$ cat src/rtl/hwm_pkg.sv
package hwm_pkg;

    typedef enum logic [1:0] {K_VOLT, K_TEMP, K_FAN} ch_kind_e;
    typedef enum logic [1:0] {ST_IDLE, ST_ISSUE, ST_WAIT, ST_NEXT} scan_st_e;

    // Channel layout: analog inputs 0..na-1, battery na, local temp na+1,
    // shared-pin voltages na+2 and na+3, remote temp na+4, fans from na+5.
    function automatic ch_kind_e kind_of(input int ch, input int na);
        if (ch == na + 1 || ch == na + 4) return K_TEMP;
        if (ch >= na + 5) return K_FAN;
        return K_VOLT;
    endfunction

    function automatic logic [7:0] def_hi(input int ch, input int na);
        return (kind_of(ch, na) == K_TEMP) ? 8'h50 : 8'hFF;
    endfunction

    function automatic logic [7:0] def_lo(input int ch, input int na);
        return (kind_of(ch, na) == K_TEMP) ? 8'h80 : 8'h00;
    endfunction

    function automatic logic in_scan(input int ch, input int na, input logic volt_mode);
        if (ch == na + 2 || ch == na + 3) return volt_mode;
        if (ch == na + 4) return !volt_mode;
        return 1'b1;
    endfunction

endpackage

$ cat src/rtl/hwm_limit_cmp.sv
module hwm_limit_cmp
    import hwm_pkg::*;
#(
    parameter int DW = 8
) (
    input  ch_kind_e        kind_i,
    input  logic [DW-1:0]   data_i,
    input  logic [DW-1:0]   hi_i,
    input  logic [DW-1:0]   lo_i,
    output logic            hi_viol_o,
    output logic            lo_viol_o
);

    always_comb begin
        unique case (kind_i)
            K_TEMP: begin
                hi_viol_o = $signed(data_i) > $signed(hi_i);
                lo_viol_o = $signed(data_i) < $signed(lo_i);
            end
            K_FAN: begin
                hi_viol_o = data_i > hi_i;
                lo_viol_o = 1'b0;
            end
            default: begin
                hi_viol_o = data_i > hi_i;
                lo_viol_o = data_i < lo_i;
            end
        endcase
    end

endmodule

$ cat src/rtl/hwm_scan_fsm.sv
module hwm_scan_fsm
    import hwm_pkg::*;
#(
    parameter int NUM_AIN = 8,
    parameter int NCH     = 21,
    parameter int CHW     = 5
) (
    input  logic           clk_i,
    input  logic           rst_ni,
    input  logic           mon_i,
    input  logic           abort_i,
    input  logic           volt_mode_i,
    input  logic           meas_valid_i,
    output logic           meas_req_o,
    output logic [CHW-1:0] meas_ch_o,
    output logic           smp_o
);

    localparam logic [CHW-1:0] LAST_CH = CHW'(NCH - 1);

    scan_st_e       st_q, st_d;
    logic [CHW-1:0] ch_q;
    logic           scan_now;

    assign scan_now = in_scan(int'(ch_q), NUM_AIN, volt_mode_i);

    always_ff @(posedge clk_i or negedge rst_ni) begin
        if (!rst_ni) begin
            st_q <= ST_IDLE;
            ch_q <= '0;
        end else begin
            st_q <= st_d;
            if (abort_i)
                ch_q <= '0;
            else if (st_q == ST_NEXT)
                ch_q <= (ch_q == LAST_CH) ? '0 : ch_q + 1'b1;
        end
    end

    always_comb begin
        st_d = st_q;
        unique case (st_q)
            ST_IDLE:  if (mon_i) st_d = ST_ISSUE;
            ST_ISSUE: if (abort_i) st_d = ST_IDLE;
                      else st_d = scan_now ? ST_WAIT : ST_NEXT;
            ST_WAIT:  if (abort_i) st_d = ST_IDLE;
                      else if (meas_valid_i) st_d = ST_NEXT;
            ST_NEXT:  st_d = mon_i ? ST_ISSUE : ST_IDLE;
            default:  st_d = ST_IDLE;
        endcase
    end

    always_comb begin
        meas_req_o = (st_q == ST_ISSUE) && scan_now && !abort_i;
        smp_o      = (st_q == ST_WAIT) && meas_valid_i && !abort_i;
        meas_ch_o  = ch_q;
    end

    AST_REQ_ONLY_MONITOR: assert property (@(posedge clk_i) disable iff (!rst_ni)
        meas_req_o |-> $past(mon_i));
    AST_CH_RANGE: assert property (@(posedge clk_i) disable iff (!rst_ni)
        ch_q <= LAST_CH);
    AST_REQ_IN_SCAN: assert property (@(posedge clk_i) disable iff (!rst_ni)
        meas_req_o |-> (volt_mode_i ? (int'(ch_q) != NUM_AIN + 4)
                                    : (int'(ch_q) != NUM_AIN + 2 && int'(ch_q) != NUM_AIN + 3)));

endmodule

$ cat src/rtl/hwm_regfile.sv
module hwm_regfile
    import hwm_pkg::*;
#(
    parameter int NUM_AIN = 8,
    parameter int DW      = 8,
    parameter int AW      = 8,
    parameter int NCH     = 21,
    parameter int CHW     = 5
) (
    input  logic           clk_i,
    input  logic           rst_ni,
    input  logic           wr_i,
    input  logic [AW-1:0]  addr_i,
    input  logic [DW-1:0]  wdata_i,
    output logic [DW-1:0]  rdata_o,
    input  logic [NCH-1:0] status_i,
    input  logic [CHW-1:0] sel_ch_i,
    output logic [DW-1:0]  sel_hi_o,
    output logic [DW-1:0]  sel_lo_o,
    output logic [7:0]     cfg_o,
    output logic [DW-1:0]  dac_reg_o,
    output logic [DW-1:0]  pwm_reg_o
);

    localparam int A_CFG  = 'h00;
    localparam int A_DAC  = 'h04;
    localparam int A_PWM  = 'h05;
    localparam int A_STAT = 'h20;
    localparam int A_HI   = 'h40;
    localparam int A_LO   = 'h60;
    localparam int NSB    = (NCH + 7) / 8;

    logic [7:0]       cfg_q;
    logic [DW-1:0]    dac_q, pwm_q;
    logic [DW-1:0]    hi_q [NCH];
    logic [DW-1:0]    lo_q [NCH];
    logic [NSB*8-1:0] stat_pad;
    logic             srst;

    assign srst     = cfg_q[7];
    assign stat_pad = (NSB*8)'(status_i);

    always_ff @(posedge clk_i or negedge rst_ni) begin
        if (!rst_ni) begin
            cfg_q <= '0;
            dac_q <= '0;
            pwm_q <= '0;
            for (int i = 0; i < NCH; i++) begin
                hi_q[i] <= DW'(def_hi(i, NUM_AIN));
                lo_q[i] <= DW'(def_lo(i, NUM_AIN));
            end
        end else begin
            if (wr_i && addr_i == AW'(A_CFG))
                cfg_q <= wdata_i[7] ? 8'h80 : wdata_i[7:0];
            if (srst) begin
                dac_q <= '0;
                pwm_q <= '0;
                for (int i = 0; i < NCH; i++) begin
                    hi_q[i] <= DW'(def_hi(i, NUM_AIN));
                    lo_q[i] <= DW'(def_lo(i, NUM_AIN));
                end
            end else if (wr_i) begin
                if (addr_i == AW'(A_DAC)) dac_q <= wdata_i;
                if (addr_i == AW'(A_PWM)) pwm_q <= wdata_i;
                for (int i = 0; i < NCH; i++) begin
                    if (addr_i == AW'(A_HI + i)) hi_q[i] <= wdata_i;
                    if (addr_i == AW'(A_LO + i) && kind_of(i, NUM_AIN) != K_FAN)
                        lo_q[i] <= wdata_i;
                end
            end
        end
    end

    always_comb begin
        rdata_o = '0;
        if (addr_i == AW'(A_CFG)) rdata_o = DW'(cfg_q);
        if (addr_i == AW'(A_DAC)) rdata_o = dac_q;
        if (addr_i == AW'(A_PWM)) rdata_o = pwm_q;
        for (int b = 0; b < NSB; b++)
            if (addr_i == AW'(A_STAT + b)) rdata_o = DW'(stat_pad[b*8 +: 8]);
        for (int i = 0; i < NCH; i++) begin
            if (addr_i == AW'(A_HI + i)) rdata_o = hi_q[i];
            if (addr_i == AW'(A_LO + i)) rdata_o = lo_q[i];
        end
    end

    assign sel_hi_o  = hi_q[sel_ch_i];
    assign sel_lo_o  = lo_q[sel_ch_i];
    assign cfg_o     = cfg_q;
    assign dac_reg_o = dac_q;
    assign pwm_reg_o = pwm_q;

    AST_SRST_DEFAULTS: assert property (@(posedge clk_i) disable iff (!rst_ni)
        srst |=> (dac_q == '0 && pwm_q == '0));
    AST_SRST_CFG: assert property (@(posedge clk_i) disable iff (!rst_ni)
        srst |-> cfg_q == 8'h80);

endmodule

$ cat src/rtl/hwm_ctrl.sv
module hwm_ctrl
    import hwm_pkg::*;
#(
    parameter int NUM_AIN = 8,
    parameter int NUM_FAN = 8,
    parameter int DW      = 8,
    parameter int AW      = 8,
    parameter int NCH     = NUM_AIN + 5 + NUM_FAN,
    parameter int CHW     = $clog2(NCH)
) (
    input  logic           clk_i,
    input  logic           rst_ni,
    input  logic           reg_wr_i,
    input  logic [AW-1:0]  reg_addr_i,
    input  logic [DW-1:0]  reg_wdata_i,
    output logic [DW-1:0]  reg_rdata_o,
    output logic           meas_req_o,
    output logic [CHW-1:0] meas_ch_o,
    input  logic           meas_valid_i,
    input  logic [DW-1:0]  meas_data_i,
    input  logic           gpio_irq_i,
    input  logic           therm_in_ni,
    input  logic [DW-1:0]  afc_dac_i,
    input  logic [DW-1:0]  afc_pwm_i,
    output logic           irq_o,
    output logic           therm_alarm_no,
    output logic [DW-1:0]  dac_o,
    output logic [DW-1:0]  pwm_o
);

    localparam logic [DW-1:0] FULL_SCALE = '1;

    logic [7:0]     cfg;
    logic [DW-1:0]  dac_reg, pwm_reg, sel_hi, sel_lo;
    logic [NCH-1:0] status_q, hot_q;
    logic           smp, hi_v, lo_v;
    ch_kind_e       kind;

    assign kind = kind_of(int'(meas_ch_o), NUM_AIN);

    hwm_regfile #(.NUM_AIN(NUM_AIN), .DW(DW), .AW(AW), .NCH(NCH), .CHW(CHW)) u_regs (
        .clk_i(clk_i), .rst_ni(rst_ni), .wr_i(reg_wr_i), .addr_i(reg_addr_i),
        .wdata_i(reg_wdata_i), .rdata_o(reg_rdata_o), .status_i(status_q),
        .sel_ch_i(meas_ch_o), .sel_hi_o(sel_hi), .sel_lo_o(sel_lo),
        .cfg_o(cfg), .dac_reg_o(dac_reg), .pwm_reg_o(pwm_reg)
    );

    hwm_scan_fsm #(.NUM_AIN(NUM_AIN), .NCH(NCH), .CHW(CHW)) u_fsm (
        .clk_i(clk_i), .rst_ni(rst_ni), .mon_i(cfg[0] && !cfg[7]), .abort_i(cfg[7]),
        .volt_mode_i(cfg[3]), .meas_valid_i(meas_valid_i), .meas_req_o(meas_req_o),
        .meas_ch_o(meas_ch_o), .smp_o(smp)
    );

    hwm_limit_cmp #(.DW(DW)) u_cmp (
        .kind_i(kind), .data_i(meas_data_i), .hi_i(sel_hi), .lo_i(sel_lo),
        .hi_viol_o(hi_v), .lo_viol_o(lo_v)
    );

    always_ff @(posedge clk_i or negedge rst_ni) begin
        if (!rst_ni) begin
            status_q <= '0;
            hot_q    <= '0;
        end else begin
            if (cfg[2] || cfg[7])
                status_q <= '0;
            else if (smp && (hi_v || lo_v))
                status_q[meas_ch_o] <= 1'b1;
            if (cfg[7])
                hot_q <= '0;
            else if (smp && kind == K_TEMP)
                hot_q[meas_ch_o] <= hi_v;
        end
    end

    always_comb begin
        irq_o          = cfg[1] && ((|status_q) || gpio_irq_i);
        therm_alarm_no = !(cfg[4] && (|hot_q));
        dac_o          = !therm_in_ni ? FULL_SCALE : (cfg[5] ? afc_dac_i : dac_reg);
        pwm_o          = !therm_in_ni ? FULL_SCALE : (cfg[6] ? afc_pwm_i : pwm_reg);
    end

    AST_IRQ_GATED: assert property (@(posedge clk_i) disable iff (!rst_ni)
        irq_o |-> cfg[1]);
    AST_CLEAR_HOLDS: assert property (@(posedge clk_i) disable iff (!rst_ni)
        cfg[2] |=> status_q == '0);
    AST_THERM_NEEDS_EN: assert property (@(posedge clk_i) disable iff (!rst_ni)
        !therm_alarm_no |-> cfg[4]);
    AST_FORCE_FULL: assert property (@(posedge clk_i) disable iff (!rst_ni)
        !therm_in_ni |-> (dac_o == FULL_SCALE && pwm_o == FULL_SCALE));
    AST_FAN_NO_LOW: assert property (@(posedge clk_i) disable iff (!rst_ni)
        kind == K_FAN |-> !lo_v);

endmodule

$ cat config.mk
export PLATFORM = sky130hd
export DESIGN_NAME = hwm_ctrl
export DESIGN_NICKNAME = d
export VERILOG_FILES = /design/src/rtl/hwm_pkg.sv /design/src/rtl/hwm_limit_cmp.sv /design/src/rtl/hwm_scan_fsm.sv /design/src/rtl/hwm_regfile.sv /design/src/rtl/hwm_ctrl.sv
export SDC_FILE = /design/constraint.sdc
export NUM_CORES = 1
export LEC_CHECK = 0
export BUFFER_PORTS_ARGS = -buffer_cell sky130_fd_sc_hd__buf_4
export CAP_MARGIN = 40
export CORE_AREA = 8 8 234 236
export DETAILED_ROUTE_END_ITERATION = 12
export DIE_AREA = 0 0 242 244
export MAX_ROUTING_LAYER = met4
export SKIP_LAST_GASP = 1
export SLEW_MARGIN = 10
export SYNTH_ARGS = -nofsm -noshare
export SYNTH_HDL_FRONTEND = slang
export SYNTH_HIERARCHICAL = 1
export SYNTH_SLANG_ARGS = --single-unit
$ cat constraint.sdc
create_clock -name clk_i -period 5.2 [get_ports clk_i]
set_clock_uncertainty 0.05 [all_clocks]
set_input_delay 1.56 -clock clk_i [delete_from_list [all_inputs] [get_ports clk_i]]
set_output_delay 1.56 -clock clk_i [all_outputs]
set_load 0.02 [all_outputs]
==> qor.csv <==
metric,value,unit
outcome,"complete, but fails checks",
failing checks,negative setup slack,
Area Overhead vs Synth,26.59,%
R2R depth,15,
Longest Clk Path Bufs,3,
Synth Cell Area,22730,um2
row count,83,
Setup CP Type,input pin to output pin,
fin worst setup slack,-0.4881,ns
crit path max fanout,5,
Psw,4.087,mW
Synth top cells by count,"nand2_1 (397), dfrtp_1 (195), a21oi_1 (184)",
"count leader, synth",nand2_1,
Yosys reg bits,353,
largest net degree at the start of global routing,97,
Comb pwr share,0.320,
CTS tree,built,
Root Buffer,clkbuf_16,
Post-synth EDFFs,0,
H-tree depth,2,
Worst path most repeated cell,buf_4,
total core area,50890,um2
"Largest delay share family, worst path",compound AO/OA/AOI/OAI gates,
Num CTS Buffers,41,
Vias/cell,6.492,
Critical Path RT,3.59,ns
chip height,244,um
Syn Nets,2589,
NumNets Final,2828,
synth warn,6,
Worst setup SP type,input pin,
fraction of registers with async set/reset,1.000,
synth top area cells,"dfrtp_1 (21%), dfstp_2 (18%), mux4_2 (7.1%)",
RSZ-0062 raised after global routing,yes,
DP Cell Count,3362,
PortBufs,77,
peak supply drop,0.2700,mV
number of setup violations in the final report,8,
number of global-route vias before repair,21530,
"Reg clk slew, reported paths",0.06,ns
Int Power,7.046,mW
total die area,59050,um2
Initial DRT Pass Iterations,6,
# DRC,0,
final hold slack,0.4482,ns
max-slew violation count,0,
GRT overflow,0,
Finished Layout Cells,3479,
critical path depth in cells,11,
Yosys top cell area share,0.2146,
CP max stage cell,or4b_4,
clk_lat worst skew,0.57,ns
layout cells sized above 1,0.3319,
final setup TNS,-2.649,ns
Crit path arrival time,4.08,ns
HPWL after DPL,72160,um
gr usage total,0.3381,
hold path cells,2,
"Seq/Total Area, Yosys",0.3972,
CTS sink cnt,353,
Vias,22590,
Iteration-0 DRC Markers,2978,
P_leak,12.72,nW
Syn Inst Count,2524,
CP Cell Sequence,buf_12 -> or4b_4 -> or3_1 -> a222oi_1 -> buf_4 -> o21ai_4 -> a21oi_2 -> buf_4 -> o31ai_4 -> a21o_1 -> buf_6,
WL/cell,28.89,um
post-synth top area cell,dfrtp_1,
Tot Pwr,11.13,mW
period utilisation layout,1.094,
clock group share of total power,0.261,
I/O Pins,78,
CP Buf/Inv Count,4,
share of total power in sequential cells,0.419,
pre-CTS WS,-0.8313,ns
max_slew headroom,0.3588,
main flop type after synthesis,dfrtp_1,
first-pass GRT wire length,148100,um
# Max-Cap Violations,0,
final count of hold timing violations,0,
Final Wtd Congestion,1.054,
Hold Path Class,flop to flop,
post-synth cell types,95,
Starting Density,0.4468,
delay of the slowest critical-path stage,0.55,ns
hold buffers post-CTS,0,
CP endpoint kind,output pin,
Net Sw Frac,0.3671,
syn avg cell area,9.007,um2
Worst Max-Slew Pin Slew,0.9618,ns
Die Wd,242,um
antenna violations before repair,1,
Achievable Freq,175.8,MHz
post-layout min period,5.688,ns
Pwr Density,386.8,nW/um2
drt total wl,100500,um
Routed Antenna Nets,0,
-- path summary, 6_finish.rpt --
check | from | endpoint | slack [ns]
max in group asynchronous | rst_ni | u_regs/hi_q[74]$_DFFE_PN1P_ | 3.10
setup / recovery | reg_addr_i[3] | reg_rdata_o[2] | -0.49
hold / removal | u_regs/hi_q[62]$_DFFE_PN1P_ | u_regs/hi_q[62]$_DFFE_PN1P_ | 0.45
min in group asynchronous | rst_ni | hot_q[5]$_DFFE_PN0P_ | 0.95
setup reg to reg | u_fsm/meas_ch_o[0]$_DFFE_PN0P_ | status_q[13]$_DFFE_PN0P_ | 0.83
hold reg to reg | u_regs/hi_q[62]$_DFFE_PN1P_ | u_regs/hi_q[62]$_DFFE_PN1P_ | 0.45
-- flip-flops by register name (all words and copies together), names as in the netlist --
name / count
u_regs/pwm_reg_o: 8
u_regs/hi_q: 168
u_regs/lo_q: 112
hot_q: 21
u_fsm/st_q: 2
u_regs/dac_reg_o: 8
u_fsm/meas_ch_o: 5
u_regs/cfg_o: 8
status_q: 21
-- routing by layer --
| layer | global-route usage | share of wire | up-vias |
|---|---|---|---|
| li1 | - | - | 9684 |
| met1 | 0.4698 | 0.42 | 11360 |
| met2 | 0.4973 | 0.44 | 1301 |
| met3 | 0.05766 | 0.094 | 243 |
| met4 | 0.1176 | 0.041 | 0 |
| met5 | - | 0 | - |
-- stage by stage --
| stage | utilization | cell area, um2 |
|---|---|---|
| 6_report | 0.5656 | 28780 |
| 5_1_grt | 0.5655 | 28770 |
| 4_1_cts | 0.5567 | 28330 |
| 3_5_place_dp | 0.5089 | 25890 |
| 3_3_place_gp | 0.5075 | 25820 |
| 2_1_floorplan | - | 22740 |
-- cell type report --
cell class	instances	area, um2
Fill cell	4564	22110
Multi-Input combinational cell	1894	13440
Sequential cell	353	9044
Timing Repair Buffer	437	3944
Clock buffer	64	1267
Tap cell	680	850.8
Inverter	36	138.9
Clock inverter	12	83.83
Antenna cell	3	7.507
-- layout by cell type, fill, tap and decap left out, types with 45 or more instances in the layout --
| cell type | count |
|---|---|
| nand2_1 | 376 |
| buf_4 | 366 |
| dfrtp_1 | 191 |
| nor2_1 | 169 |
| a21oi_1 | 169 |
| dfstp_2 | 158 |
| mux2i_1 | 108 |
| nand3_1 | 103 |
| nand3b_1 | 92 |
| o21ai_0 | 83 |
| nor2b_1 | 79 |
| a211o_1 | 79 |
| mux4_2 | 72 |
| and3_1 | 47 |
| clkbuf_16 | 45 |
-- power by group through the flow --
stage	clock network [mW]	registers (mW)	logic (mW)
floorplan	0	4.08	2.34
global placement	0	4.65	3.28
detailed placement	0	4.64	3.40
CTS	2.96	4.62	3.47
global route	3.05	4.70	3.76
finish	2.90	4.66	3.57
-- cell families after synthesis --
logic type / synth area share
simple gates: 0.2343
compound gates: 0.1816
flops: 0.3972
buf+inv: 0.05140
mux: 0.1238
xor+xnor: 0.001156
fa+ha+maj: 0.01046
-- worst reg2reg max path, delay by kind of cell (launching register included) --
family | cells | cell delay (ns)
adder cells (fa/ha/maj) | 1 | 0.23
flip-flops | 1 | 0.56
multiplexers | 2 | 1.24
buffers and inverters | 3 | 0.46
XOR/XNOR | 1 | 0.16
AND/OR/NAND/NOR | 2 | 0.17
AO/OA/AOI/OAI | 6 | 1.35
-- what timing repair did --
action | 4_1_cts | 5_1_grt
setup buffers | 33 | 9
cloned | 4 | 0
pin swaps | 56 | 58
endpoints found under the setup margin | 8 | 8
resized for setup | 171 | 107
Power figures use the tool's default switching activity.
